File: src/rtl/misalign_split_pkg.sv
package misalign_split_pkg;
    localparam int DEF_ADDR_W  = 10;
    localparam int DEF_OFS_W   = 4;
    localparam int DEF_MAX_LEN = 8;
endpackage

File: src/rtl/len_to_unary.sv
module len_to_unary #(
    parameter int LEN_W   = 4,
    parameter int OUT_W   = 16,
    parameter int MAX_LEN = 8
) (
    input  logic [LEN_W-1:0] len_i,
    output logic [OUT_W-1:0] unary_o
);
    localparam logic [LEN_W-1:0] LIMIT = LEN_W'(MAX_LEN);

    logic [LEN_W-1:0] len_c;

    always_comb begin
        len_c = (len_i > LIMIT) ? LIMIT : len_i;
    end

    for (genvar i = 0; i < OUT_W; i++) begin : g_bit
        assign unary_o[i] = (LEN_W'(i) < len_c);
    end
endmodule

File: src/rtl/mask_shifter.sv
module mask_shifter #(
    parameter int OFS_W = 4
) (
    input  logic [(1<<OFS_W)-1:0] unary_i,
    input  logic [OFS_W-1:0]      ofs_i,
    output logic [(1<<OFS_W)-1:0] lo_o,
    output logic [(1<<OFS_W)-1:0] hi_o
);
    localparam int LB = 1 << OFS_W;

    logic [2*LB-1:0] wide;

    always_comb begin
        wide = {{LB{1'b0}}, unary_i} << ofs_i;
        lo_o = wide[LB-1:0];
        hi_o = wide[2*LB-1:LB];
    end
endmodule

File: src/rtl/misalign_split.sv
module misalign_split
    import misalign_split_pkg::*;
#(
    parameter int ADDR_W  = DEF_ADDR_W,
    parameter int OFS_W   = DEF_OFS_W,
    parameter int MAX_LEN = DEF_MAX_LEN
) (
    input  logic                      clk,
    input  logic                      rst_n,
    input  logic                      ld_en_i,
    input  logic [ADDR_W-1:0]         addr_i,
    input  logic [OFS_W-1:0]          len_i,
    output logic [ADDR_W-OFS_W-1:0]   line0_o,
    output logic [(1<<OFS_W)-1:0]     mask0_o,
    output logic [ADDR_W-OFS_W-1:0]   line1_o,
    output logic [(1<<OFS_W)-1:0]     mask1_o,
    output logic                      second_vld_o
);
    localparam int LB     = 1 << OFS_W;
    localparam int LINE_W = ADDR_W - OFS_W;

    typedef struct packed {
        logic [LINE_W-1:0] line0;
        logic [LB-1:0]     mask0;
        logic [LINE_W-1:0] line1;
        logic [LB-1:0]     mask1;
        logic              vld1;
    } split_t;

    logic [LB-1:0] unary;
    logic [LB-1:0] lo_map;
    logic [LB-1:0] hi_map;
    split_t        st_d;
    split_t        st_q;

    len_to_unary #(
        .LEN_W   (OFS_W),
        .OUT_W   (LB),
        .MAX_LEN (MAX_LEN)
    ) u_unary (
        .len_i   (len_i),
        .unary_o (unary)
    );

    mask_shifter #(
        .OFS_W (OFS_W)
    ) u_shift (
        .unary_i (unary),
        .ofs_i   (addr_i[OFS_W-1:0]),
        .lo_o    (lo_map),
        .hi_o    (hi_map)
    );

    always_comb begin
        st_d = st_q;
        if (ld_en_i) begin
            st_d.line0 = addr_i[ADDR_W-1:OFS_W];
            st_d.line1 = addr_i[ADDR_W-1:OFS_W] + LINE_W'(1);
            st_d.mask0 = lo_map;
            st_d.mask1 = hi_map;
            st_d.vld1  = |hi_map;
        end
    end

    always_ff @(posedge clk) begin
        if (!rst_n) begin
            st_q <= '0;
        end else begin
            st_q <= st_d;
        end
    end

    assign line0_o      = st_q.line0;
    assign mask0_o      = st_q.mask0;
    assign line1_o      = st_q.line1;
    assign mask1_o      = st_q.mask1;
    assign second_vld_o = st_q.vld1;
endmodule


File: config.mk
export PLATFORM = sky130hd
export DESIGN_NAME = misalign_split
export DESIGN_NICKNAME = d
export VERILOG_FILES = /design/src/rtl/misalign_split_pkg.sv /design/src/rtl/len_to_unary.sv /design/src/rtl/mask_shifter.sv /design/src/rtl/misalign_split.sv
export SDC_FILE = /design/constraint.sdc
export NUM_CORES = 1
export LEC_CHECK = 0
export BUFFER_PORTS_ARGS = -buffer_cell sky130_fd_sc_hd__buf_2
export CAP_MARGIN = 30
export CORE_ASPECT_RATIO = 1.1
export CORE_MARGIN = 2
export CORE_UTILIZATION = 35
export CTS_CLUSTER_DIAMETER = 120
export DETAILED_ROUTE_END_ITERATION = 16
export MAX_ROUTING_LAYER = met4
export PLACE_DENSITY = 0.62
export SYNTH_ARGS = -nofsm -noshare
export SYNTH_HDL_FRONTEND = slang
export SYNTH_SLANG_ARGS = --single-unit
File: constraint.sdc
create_clock -name clk -period 1.65 [get_ports clk]
set_input_delay 0.165 -clock clk [delete_from_list [all_inputs] [get_ports clk]]
set_output_delay 0.165 -clock clk [all_outputs]
set_load 0.005 [all_outputs]
# Word level (Yosys, flattened, before mapping)
# Index checks and enable logic that the tools add are counted.
# classes
n_addsub	1
n_lt_le_gt_ge	17
shifts	1
mux	1
reduce_logical	1
# op_table
cell	n
< comparator 4 bit (first input constant)	8
<< shifter 16 x 4 -> 32 bit	1
< comparator 3 x 4 -> 1 bit (first input constant)	4
OR reduction 16 bit	1
< comparator 1 x 4 -> 1 bit (first input constant)	2
< comparator 2 x 4 -> 1 bit (first input constant)	2
adder 6 x 1 -> 6 bit (second input constant)	1
> comparator 4 bit (second input constant)	1
2-to-1 mux 4 bit	1
# word_totals
reg_bits	45
input_bits	17
out_inout_bits	45
elab_cells	26

# Depth between registers and ports, before layout
# Gate-level depths: netlist (run 1).
# depth
ltp_word	5
ltp_mapped	6
ltp_nobuf	4

# By module
# Synthesis (run 1) repeated with hierarchy kept, for this count alone.
# unflattened
hier_cells	303
area_unflattened_um2	2792.7
# by_module_without_submodules
module	instances	cells_per_inst	area_each_um2	seq_area_each_um2
misalign_split	1	160	1778.0	900.9
mask_shifter	1	125	887.1	0.0
len_to_unary	1	18	127.6	0.0

# Least setup slack after synthesis (run 1)
# Ideal clock, no wire load.
# synth_timing
kind	input-to-reg
startpoint	input addr_i[0]
endpoint	register st_q (netlist bit mask0_o[5])
setup_time_ns	0.117
arrival_time_ns	1.085
t_required_ns	1.533
slack_ns	0.448
stages	5
n_path_buf	1
cell_sequence	buf_6 a2111oi_2 a21oi_1 and2_1 a22o_1
# synth_via
elab_chain_len	1
# synth_rtl
item	line	rtl
from (decl)	misalign_split.sv:11	input logic [ADDR_W-1:0] addr_i,
<< shifter 16 x 4 -> 32 bit	mask_shifter.sv:14	wide = {{LB{1'b0}}, unary_i} << ofs_i;
to (signal assigned)	misalign_split.sv:69	st_q <= st_d;
to (decl)	misalign_split.sv:34	split_t st_q;
# No other way between the ends.
# A chain may end at the register's enable or synchronous reset.

# Final worst setup path (run 1)
# Same ends and word-level chain as after synthesis.

==> metrics.md, run 1 <==
| Metric | Value |
|---|---|
| Placer Congestion | approximately 0.89 |
| DP Area | 2340 µm² |
| WS Path Type | in -> reg |
| Hold_buf cts | 0 |
| Remaining DRCs | 0 |
| CP endpoint kind | register |
| Area leader, netlist | dfxtp_1 |
| Status | complete, no violations |
| Die Y | 83.8 µm |
| Post-synth cell types | 49 |
| Die area | 6420 µm² |
| CTS H-Tree Depth | 2 |
| Static leakage | 1.12 nW |
| IO Count | between 60 and 70 |
| Pre-CTS WS | 0.249 ns |
| FFs w/ async S/R, synth | 0% |
| R2R Setup Slk | approximately 0.87 ns |
| Synth Flop Type | dfxtp_1 |
| # rows | 29 |
| Maximum vdd drop | 375 µV |
| Port bufs | 59 |
| Clk root buf | clkbuf_8 |
| Hold path cells | 2 |
| Sequential fraction of the synthesis area | roughly 42% |
| Min Clock Period, post-route | 1.13 ns |
| R2R Path End | mask0_o[9]$_SDFFE_PN0P_ |
| Final setup vio count | 0 |
| Yosys warnings | 0 |
| Starting Density | between 30% and 40% |
| Core ar. | around 5700 µm² |
| Syn Area/Cell | ~8.4 µm² |
| Achievable Freq | between 0.8 and 0.9 GHz |
| Layout cells sized above 1 | 26.1% |
| Final Core Density | 43.5% |
| CTS Buf Count | 5 |
| Worst hold path type | in -> reg |
| Gr usage total | 16.8% |
| Slew Viols, Final | 0 |
| Hold path start | addr_i[4] |
| Slowest cell on crit path | a2111oi_2 |
| Period utilization | 68.2% |
| Layout net count | 308 |
| Endpoint, Worst Hold | line1_o[0]$_SDFFE_PN0P_ |
| CP startpoint kind | input port |
| Synth area leaders | dfxtp_1 42%, nand2_1 4.1%, nor2_1 4.1% |
| Commonest cells after routing, fill and taps aside | 59 x buf_2, 43 x dfxtp_1, 22 x nand2_1, 22 x nor2_1, 15 x a21oi_1 |
| Skew final | 0 ns |
| Critical Path Max Stage Delay | approximately 0.5 ns |
| Largest net degree at the start of global routing | 38 |
| CP cell instances | buf_2, a2111oi_2, a21oi_1, and2_1, a22o_1 |
| Die Wd | 76.6 µm |
| Count of final hold-check violations | 0 |
| Total number of vias | 1888 |
| Wirelength, routed | between 5000 and 6000 µm |
| Vias per std cell | 5.13 |
| Min setup slack post-route | between 0.5 and 0.6 ns |
| RSZ-0062 raised after global routing | no |
| Commonest non-fill, non-tap cell in the layout | buf_2 |
| Pwr/cell area | just under 1000 nW/µm² |
| Clk pin slew, worst setup/hold paths | 0.08 ns |
| # Post-CTS Setup Buffers | 0 |
| Post-DP HPWL | 3690 µm |
| # Max-Cap Violations | 0 |
| Clk Latency, worst-skew pair | 0.29 ns |
| Buf/Inv on CP | 1 |
| Max Buffers Root-to-Sink | 2 |
| Clock Sinks | 43 |
| Post-Syn Area | ~2000 µm² |
| Post-CTS sizing | 0 |
| Arr. time, crit path | approximately 1.3 ns |
| Critical-path maximum fanout | 17 |
| Layout fillers | 602 |
| Gr ovfl total | 0 |
| CTS tree | yes |
| Layout area overhead | 22.2% |
| First drt pass iteration count | 4 |
| Worst reg2reg path depth | 3 |
| CP delay by family, top | compound AO/OA/AOI/OAI gates |
| Reg-to-Reg Start | mask0_o[9]$_SDFFE_PN0P_ |
| Setup TNS | 0 ns |
| Final hold slack | 0.0969 ns |
| Post-synth top area share | around 42% |
| Design Area, Final | 2480 µm² |
| Antenna Cells | 0 |
| Wire length per cell | 14.0 µm |
| Antenna Nets Post-Route | 0 |
| Synth Instances | 240 |
| First-pass GRT wire length | 8510 µm |
| Initial antenna violation count | 0 |
| Number of flops mapped to enable cells by yosys | 0 |
| Synthesized flop and latch total | 43 |
| WP data required | 1.84 ns |
| Number of global-route vias before repair | 1687 |
| DR iter-0 viols | 108 |
## power breakdown
| group | switching (mW) | internal (mW) |
|---|---|---|
| clock | 0.354 | 0.605 |
| combinational | 0.203 | 0.136 |
| sequential | 0.0223 | 1.08 |
## cell usage after synthesis, drive strengths merged, types with 2 or more instances
cell type and instances:
dfxtp 43, xnor2 3, and3 4, o2bb2ai 3, o31ai 2, o21ai 16, nor2 22, xor2 2
o221ai 2, a31o 2, nor2b 4, o211ai 4, mux2i 7, a2bb2oi 3, buf 17, and2 7
a211oi 4, or3 2, a21oi 15, nand4 6, a22o 3, o32a 2, nand2 22, a21o 4
a31oi 4, nand3 8, clkbuf 5, inv 8, nor4 2
## sequential cells by signal (all words and copies together), names as in the netlist
signal	flops
mask1_o	14
line1_o	6
mask0_o	16
second_vld_o	1
line0_o	6
## worst reg2reg max path: stages (launching register included)
cell and delay [ns]:
dfxtp_1 0.35, inv_1 0.06, o32a_1 0.18, a21oi_1 0.13
## cell type report
class                           count  area [µm²]  share of cell area [%]
Clock inverter                      2        60.1                    2.42
Tap cell                           77        96.3                    3.89
Inverter                            8        30.0                    1.21
Multi-Input combinational cell    168        1020                    41.4
Timing Repair Buffer               64         333                    13.4
Sequential cell                    43         861                    34.7
Clock buffer                        6        72.6                    2.93
## how the worst max path moves through the flow
stage               from  slack (ns)                       to  depth (start not counted)
4_1_cts        addr_i[0]        0.56  mask0_o[5]$_SDFFE_PN0P_                          5
3_3_place_gp   addr_i[0]        0.29  mask0_o[5]$_SDFFE_PN0P_                          5
2_1_floorplan  addr_i[0]        0.45  mask0_o[5]$_SDFFE_PN0P_                          5
6_report       addr_i[0]        0.52  mask0_o[5]$_SDFFE_PN0P_                          5
3_5_place_dp   addr_i[0]        0.25  mask0_o[5]$_SDFFE_PN0P_                          5
5_1_grt        addr_i[0]        0.45  mask0_o[5]$_SDFFE_PN0P_                          5
## metrics by stage
stage | power, mW | cells
2_1_floorplan | 1.35 | 241
3_3_place_gp | 1.46 | 360
3_5_place_dp | 1.47 | 360
4_1_cts | 2.42 | 368
5_1_grt | 2.51 | 368
6_report | 2.40 | 368
## cell families after synthesis
kind of cell	count (synthesis)	synth area share, %
AO/OA/AOI/OAI	73	25.1
XOR/XNOR	5	2.16
adder cells (fa/ha/maj)	1	0.617
buffers and inverters	30	7.16
flip-flops	43	42.5
multiplexers	7	3.46
other	1	0.185
AND/OR/NAND/NOR	80	18.9
## per-layer routing
metal	GRT usage [%]	vias to the layer above	share of wire [%]
li1	-	951	-
met1	23.0	869	48
met2	25.4	61	46
met3	3.46	7	4.6
met4	4.13	0	1.2
met5	-	-	0
(Power assumes the default switching activity.)
==> run 2, diff against run 1 <==
--- a/config.mk
+++ b/config.mk
@@ -5,6 +5,7 @@
 export SDC_FILE = /design/constraint.sdc
 export NUM_CORES = 1
 export LEC_CHECK = 0
+export ABC_AREA = 1
 export BUFFER_PORTS_ARGS = -buffer_cell sky130_fd_sc_hd__buf_2
 export CAP_MARGIN = 30
 export CORE_ASPECT_RATIO = 1.1
@@ -13,7 +14,7 @@
 export CTS_CLUSTER_DIAMETER = 120
 export DETAILED_ROUTE_END_ITERATION = 16
 export MAX_ROUTING_LAYER = met4
-export PLACE_DENSITY = 0.62
+export PLACE_DENSITY = 0.64
 export SYNTH_ARGS = -nofsm -noshare
 export SYNTH_HDL_FRONTEND = slang
 export SYNTH_SLANG_ARGS = --single-unit
==> constraint.sdc (replaced) <==
create_clock -name clk -period 1 [get_ports clk]
set_input_delay 0.1 -clock clk [delete_from_list [all_inputs] [get_ports clk]]
set_output_delay 0.1 -clock clk [all_outputs]
set_load 0.005 [all_outputs]
==> metrics.md, run 2 <==
| Metric | Value |
|---|---|
| Slew Viols, Final | 0 (unchanged) |
| CTS tree | yes |
| Clk pin slew, worst setup/hold paths | 0.08 ns (about the same) |
| Post-Syn Area | 2000 µm² (-1.4%) |
| Maximum vdd drop | 841 µV (+120%) |
| First drt pass iteration count | 4 (unchanged) |
| WS Path Type | reg -> out |
| Count leader, synth | nand2_1 |
| Multi-input logic area | 965 µm² (-5.9%) |
| Synth cell count leaders | 71 x nand2_1, 43 x dfxtp_1, 38 x nand3_1 |
| Commonest cells after routing, fill and taps aside | 71 x nand2_1, 59 x buf_2, 43 x dfxtp_1, 38 x nand3_1, 30 x nor2_1 |
| CTS H-Tree Depth | 2 (unchanged) |
| Pwr/cell area | 1390 nW/µm² (+44%) |
| WP data required | 0.90 ns (-0.94 ns) |
| Tot Pwr | 3.51 mW (+46%) |
| Final hold slack | 0.0698 ns (-0.0271 ns) |
| Worst reg2reg path depth | 3 (unchanged) |
| Antenna Cells | 0 (unchanged) |
| Initial antenna violation count | 0 (unchanged) |
| Design Area, Final | 2520 µm² (+1.6%) |
| Layout area overhead | 26.0% |
| Hold path start | addr_i[9] |
| Synth area leaders | dfxtp_1 43%, nand2_1 13%, nand3_1 9.5% |
| Syn Area/Cell | 7.14 µm² (-16%) |
| CP cell instances | buf_2 |
| Period utilization | 87.8% |
| Number of flops mapped to enable cells by yosys | 0 (unchanged) |
| Largest family of logic cells by synthesized area | simple AND/OR/NAND/NOR gates |
| Seq. cell area | 861 µm² (unchanged) |
| CP startpoint kind | register |
| Hold_buf cts | 0 (unchanged) |
| Gr ovfl total | 0 (unchanged) |
| Clk root buf | clkbuf_8 |
| Starting Density | 36.8% (+1.2 points) |
| Post-DP HPWL | 3900 µm (+5.6%) |
| CP delay by family, top | flip-flops |
| Core ar. | 5430 µm² (-4.7%) |
| Mux cell area share after synthesis | 0% (-3.5 points) |
| Arr. time, crit path | 0.78 ns (-0.53 ns) |
| FFs w/ async S/R, synth | 0% (unchanged) |
| Skew final | 0 ns (unchanged) |
| Pre-CTS WS | -0.0929 ns (-0.342 ns) |
| Gr usage total | 17.3% (+0.51 points) |
| # rows | 28 (-3.4%) |
| Sequential fraction of the synthesis area | 43.1% (+0.61 points) |
| Final setup vio count | 0 (unchanged) |
| Wirelength, routed | 5140 µm (-0.33%) |
| Post-synth top area share | 43.1% (+0.61 points) |
| Remaining DRCs | 0 (unchanged) |
| Wire length per cell | 12.1 µm (-14%) |
| Layout net count | 367 (+19%) |
| Count of final hold-check violations | 0 (unchanged) |
| Buf/Inv on CP | 1 (unchanged) |
| Antenna Nets Post-Route | 0 (unchanged) |
| First-pass GRT wire length | 8650 µm (+1.7%) |
| Placed cells | 417 (+16%) |
| Synthesized flop and latch total | 43 (unchanged) |
| Synth Flop Type | dfxtp_1 |
| Critical Path Max Stage Delay | 0.35 ns (-0.16 ns) |
| Layout cells sized above 1 | 28.6% (+2.5 points) |
| Max FFs per register | 16 (unchanged) |
| Commonest non-fill, non-tap cell in the layout | nand2_1 |
| CTS Buf Count | 5 (unchanged) |
| Port bufs | 59 (unchanged) |
| Slowest cell on crit path | dfxtp_1 |
| Min Clock Period, post-route | 0.878 ns |
| Final Core Density | 46.4% (+2.9 points) |
| Max Buffers Root-to-Sink | 2 (unchanged) |
| Placer Congestion | 0.903 (+0.94%) |
| Achievable Freq | around 1.1 GHz |
| Endpoint, Worst Hold | line0_o[5]$_SDFFE_PN0P_ |
| Clk Latency, worst-skew pair | 0.29 ns (about the same) |
| Post-CTS sizing | 0 (unchanged) |
| # Max-Cap Violations | 0 (unchanged) |
| Post-synth cell types | 30 (-39%) |
| CP endpoint kind | output port |
| Number of global-route vias before repair | 1851 (+9.7%) |
| Setup TNS | 0 ns (unchanged) |
| RSZ-0062 raised after global routing | no |
| IO Count | 62 (unchanged) |
| Min setup slack post-route | 0.122 ns (-0.403 ns) |
| Critical-path maximum fanout | 2 (-15) |
| Vias per std cell | 4.71 (-8.2%) |
| Crit path depth | 1 (-4) |
| Synth Instances | 280 (+17%) |
| Yosys warnings | 0 (unchanged) |
| Hold path cells | 3 (+1) |
| R2R Path End | mask0_o[13]$_SDFFE_PN0P_ |
| Clock Sinks | 43 (unchanged) |
| Post-Synth Adder-Cell Area | 0.626% (+0.0089 points) |
| Static leakage | 1.27 nW (+13%) |
| DR iter-0 viols | 135 (+25%) |
| Area leader, netlist | dfxtp_1 |
| Layout fillers | 562 (-6.6%) |
| DP Area | 2430 µm² (+3.7%) |
| Largest net degree at the start of global routing | 30 (-21%) |
| Worst hold path type | in -> reg |
| Compound-Gate Fraction of Synth Area | 11.5% (-14 points) |
| Status | complete, no violations |
| Die Wd | 76.0 µm (-0.68%) |
| Simple-gate share of the synthesized area | 34.0% (+15 points) |
| Die Y | 83.2 µm (-0.68%) |
| R2R Setup Slk | 0.28 ns (-0.59 ns) |
| Post-Synth XOR/XNOR Area | 1.75% (-0.41 points) |
| Reg-to-Reg Start | mask0_o[13]$_SDFFE_PN0P_ |
| # Post-CTS Setup Buffers | 0 (unchanged) |
| Die area | 6330 µm² (-1.4%) |
| Post-Layout Cell Count | 425 (+15%) |
| Total number of vias | 2002 (+6.0%) |
==> run 2: area by class of cell <==
cell class / instances / area share, %
Multi-Input combinational cell: 201 / 38.3
Clock inverter: 2 / 0.497
Timing Repair Buffer: 78 / 17.4
Tap cell: 75 / 3.73
Inverter: 20 / 2.98
Clock buffer: 6 / 2.88
Sequential cell: 43 / 34.2
==> run 2: how the worst max path moves through the flow <==
stage / start / endpoint / slack, ns
floorplan: len_i[3] / mask0_o[15]$_SDFFE_PN0P_ / 0.03
global placement: len_i[3] / mask0_o[12]$_SDFFE_PN0P_ / -0.09
detailed placement: len_i[3] / mask0_o[12]$_SDFFE_PN0P_ / -0.09
CTS: line1_o[2]$_SDFFE_PN0P_ / line1_o[2] / 0.12
global route: line1_o[2]$_SDFFE_PN0P_ / line1_o[2] / 0.07
finish: line1_o[2]$_SDFFE_PN0P_ / line1_o[2] / 0.12
==> run 2: worst register-to-register path: stages, from the launching register on <==
cell and delay [ns]:
dfxtp_1 0.32, nand2_1 0.06, a21boi_1 0.15, a21oi_1 0.08
==> run 2: cells by family after synthesis <==
kind of cell             Yosys count
AO/OA/AOI/OAI                     41
XOR/XNOR                           4
adder cells (fa/ha/maj)            1
buffers and inverters             37
flip-flops                        43
other                              1
AND/OR/NAND/NOR                  153
==> run 2: layer usage <==
| layer | wire (µm) | global-route usage (%) | vias to the layer above |
|---|---|---|---|
| met2 | 2330 | 26.9 | 61 |
| li1 | - | - | 1042 |
| met4 | 104 | 7.44 | 0 |
| met3 | 310 | 3.70 | 9 |
| met5 | 0 | - | - |
| met1 | 2400 | 21.7 | 890 |
==> run 2: power breakdown <==
part	leakage, nW	total [mW]	internal [mW]	switching, mW
clock	0.0412	1.08	0.488	0.587
combinational	0.881	0.596	0.242	0.354
sequential	0.353	1.83	1.79	0.0399
total	1.27	3.51	2.52	0.981
==> run 3, diff against run 2 <==
--- a/config.mk
+++ b/config.mk
@@ -14,7 +14,7 @@
 export CTS_CLUSTER_DIAMETER = 120
 export DETAILED_ROUTE_END_ITERATION = 16
 export MAX_ROUTING_LAYER = met4
-export PLACE_DENSITY = 0.64
+export PLACE_DENSITY = 0.62
 export SYNTH_ARGS = -nofsm -noshare
 export SYNTH_HDL_FRONTEND = slang
 export SYNTH_SLANG_ARGS = --single-unit
==> metrics.md, run 3 (synthesis gave the netlist of run 2 again) <==
| Metric | Value |
|---|---|
| Period utilization | 88.2% (+0.37 points) |
| Layout fillers | 577 (+2.7%) |
| Pre-CTS WS | -0.101 ns (-0.00853 ns) |
| Worst hold path type | in -> reg |
| Max Buffers Root-to-Sink | 2 (unchanged) |
| Commonest non-fill, non-tap cell in the layout | nand2_1 |
| RSZ-0062 raised after global routing | no |
| First drt pass iteration count | 4 (unchanged) |
| Hold_buf cts | 0 (unchanged) |
| Clock Sinks | 43 (unchanged) |
| Vias per std cell | 4.73 (+0.38%) |
| CTS Buf Count | 5 (unchanged) |
| Final setup vio count | 0 (unchanged) |
| Setup crit start | mask1_o[5]$_SDFFE_PN0P_ |
| Reg-to-Reg Start | mask0_o[13]$_SDFFE_PN0P_ |
| Max FFs per register | 16 (unchanged) |
| Clk pin slew, worst setup/hold paths | 0.08 ns (about the same) |
| Static leakage | 1.29 nW (+1.5%) |
| Status | complete, no violations |
| Arr. time, crit path | 0.78 ns (about the same) |
| Post-CTS sizing | 0 (unchanged) |
| Maximum vdd drop | 724 µV (-14%) |
| Slew Viols, Final | 0 (unchanged) |
| Critical Path Max Stage Delay | 0.36 ns (about the same) |
| CP startpoint kind | register |
| WP data required | 0.90 ns (about the same) |
| Buf/Inv on CP | 1 (unchanged) |
| Min Clock Period, post-route | 0.882 ns (+0.00372 ns) |
| Clk Latency, worst-skew pair | 0.29 ns (about the same) |
| Post-DP HPWL | 3950 µm (+1.4%) |
| Skew final | 0 ns (unchanged) |
| Wirelength, routed | 5240 µm (+2.0%) |
| CTS H-Tree Depth | 2 (unchanged) |
| # rows | 28 (unchanged) |
| Pwr/cell area | 1380 nW/µm² (-0.71%) |
| Die Wd | 76.0 µm (unchanged) |
| CP cell instances | buf_2 |
| Remaining DRCs | 0 (unchanged) |
| Final Core Density | 47.0% (+0.67 points) |
| First-pass GRT wire length | 8870 µm (+2.6%) |
| Clk root buf | clkbuf_8 |
| WS Path Type | reg -> out |
| # Post-CTS Setup Buffers | 0 (unchanged) |
| Design Area, Final | 2550 µm² (+1.4%) |
| Achievable Freq | 1.13 GHz (-0.42%) |
| Gr usage total | 17.7% (+0.46 points) |
| Die Y | 83.2 µm (unchanged) |
| Gr ovfl total | 0 (unchanged) |
| Slowest cell on crit path | dfxtp_1 |
| Commonest cells after routing, fill and taps aside | 71 x nand2_1, 59 x buf_2, 43 x dfxtp_1, 38 x nand3_1, 30 x nor2_1 |
| Largest net degree at the start of global routing | 23 (-23%) |
| Final hold slack | 0.0676 ns (-0.00218 ns) |
| IO Count | 62 (unchanged) |
| Die area | 6330 µm² (unchanged) |
| Min setup slack post-route | 0.118 ns (-0.00372 ns) |
| DR iter-0 viols | 88 (-35%) |
| Initial antenna violation count | 0 (unchanged) |
| DP Area | 2470 µm² (+1.6%) |
| CTS tree | yes |
| # Max-Cap Violations | 0 (unchanged) |
| Number of global-route vias before repair | 1879 (+1.5%) |
| CP endpoint kind | output port |
| Antenna Nets Post-Route | 0 (unchanged) |
| Core ar. | 5430 µm² (unchanged) |
| Port bufs | 59 (unchanged) |
| Wire length per cell | 12.3 µm (+1.5%) |
| Critical-path maximum fanout | 2 (unchanged) |
| Antenna Cells | 0 (unchanged) |
| Layout cells sized above 1 | 28.7% (+0.12 points) |
| Total number of vias | 2019 (+0.85%) |
| Count of final hold-check violations | 0 (unchanged) |
| Layout area overhead | 27.8% |
| CP delay by family, top | flip-flops |
| Hold path start | addr_i[9] |
| Layout net count | 369 (+0.54%) |
| Placer Congestion | 0.924 (+2.3%) |
| Starting Density | 36.8% (unchanged) |
[run 3: changes by cell type in the layout (fill, tap and decap cells not counted)]
cell        delta
clkbuf_1       +1
buf_12         +2
clkinvlp_4     -1
[run 3: power breakdown]
part           internal (mW)  switching, mW  total [mW]  leakage [nW]
Sequential              1.79         0.0416        1.84         0.353
Combinational          0.257          0.358       0.615         0.898
Clock                  0.491          0.589        1.08        0.0422
Total                   2.54          0.988        3.53          1.29
[run 3: layer usage]
metal  share of wire (%)  global-route usage [%]  up-vias  routed length (µm)
li1                    -                       -     1048                   -
met1                  48                    23.1      901                2520
met2                  45                    26.9       61                2360
met3                 4.8                    3.37        9                 254
met4                 2.0                    7.60        0                 106
met5                   0                       -        -                   0
[run 3: worst paths after layout]
path                              endpoint  slack (ns)  cells past startpoint
setup / recovery                mask1_o[5]        0.12                      1
hold / removal     line0_o[5]$_SDFFE_PN0P_        0.07                      3
setup reg to reg  mask0_o[13]$_SDFFE_PN0P_        0.29                      3
hold reg to reg    mask1_o[8]$_SDFFE_PN0P_        0.43                      2
[run 3: area by class of cell]
cell class	count	area (µm²)	area share, %
Multi-Input combinational cell	201	965	37.8
Sequential cell	43	861	33.7
Timing Repair Buffer	80	478	18.7
Tap cell	75	93.8	3.67
Clock buffer	7	76.3	2.99
Inverter	20	75.1	2.94
Clock inverter	1	5.00	0.196
[run 3: through the flow]
stage	power (mW)	cells	TNS [ns]
final	3.53	427	0
after global routing	3.72	427	0
after CTS	3.55	427	0
after detailed placement	2.49	419	-0.678
after global placement	2.48	419	-0.488
after floorplan	2.23	281	0
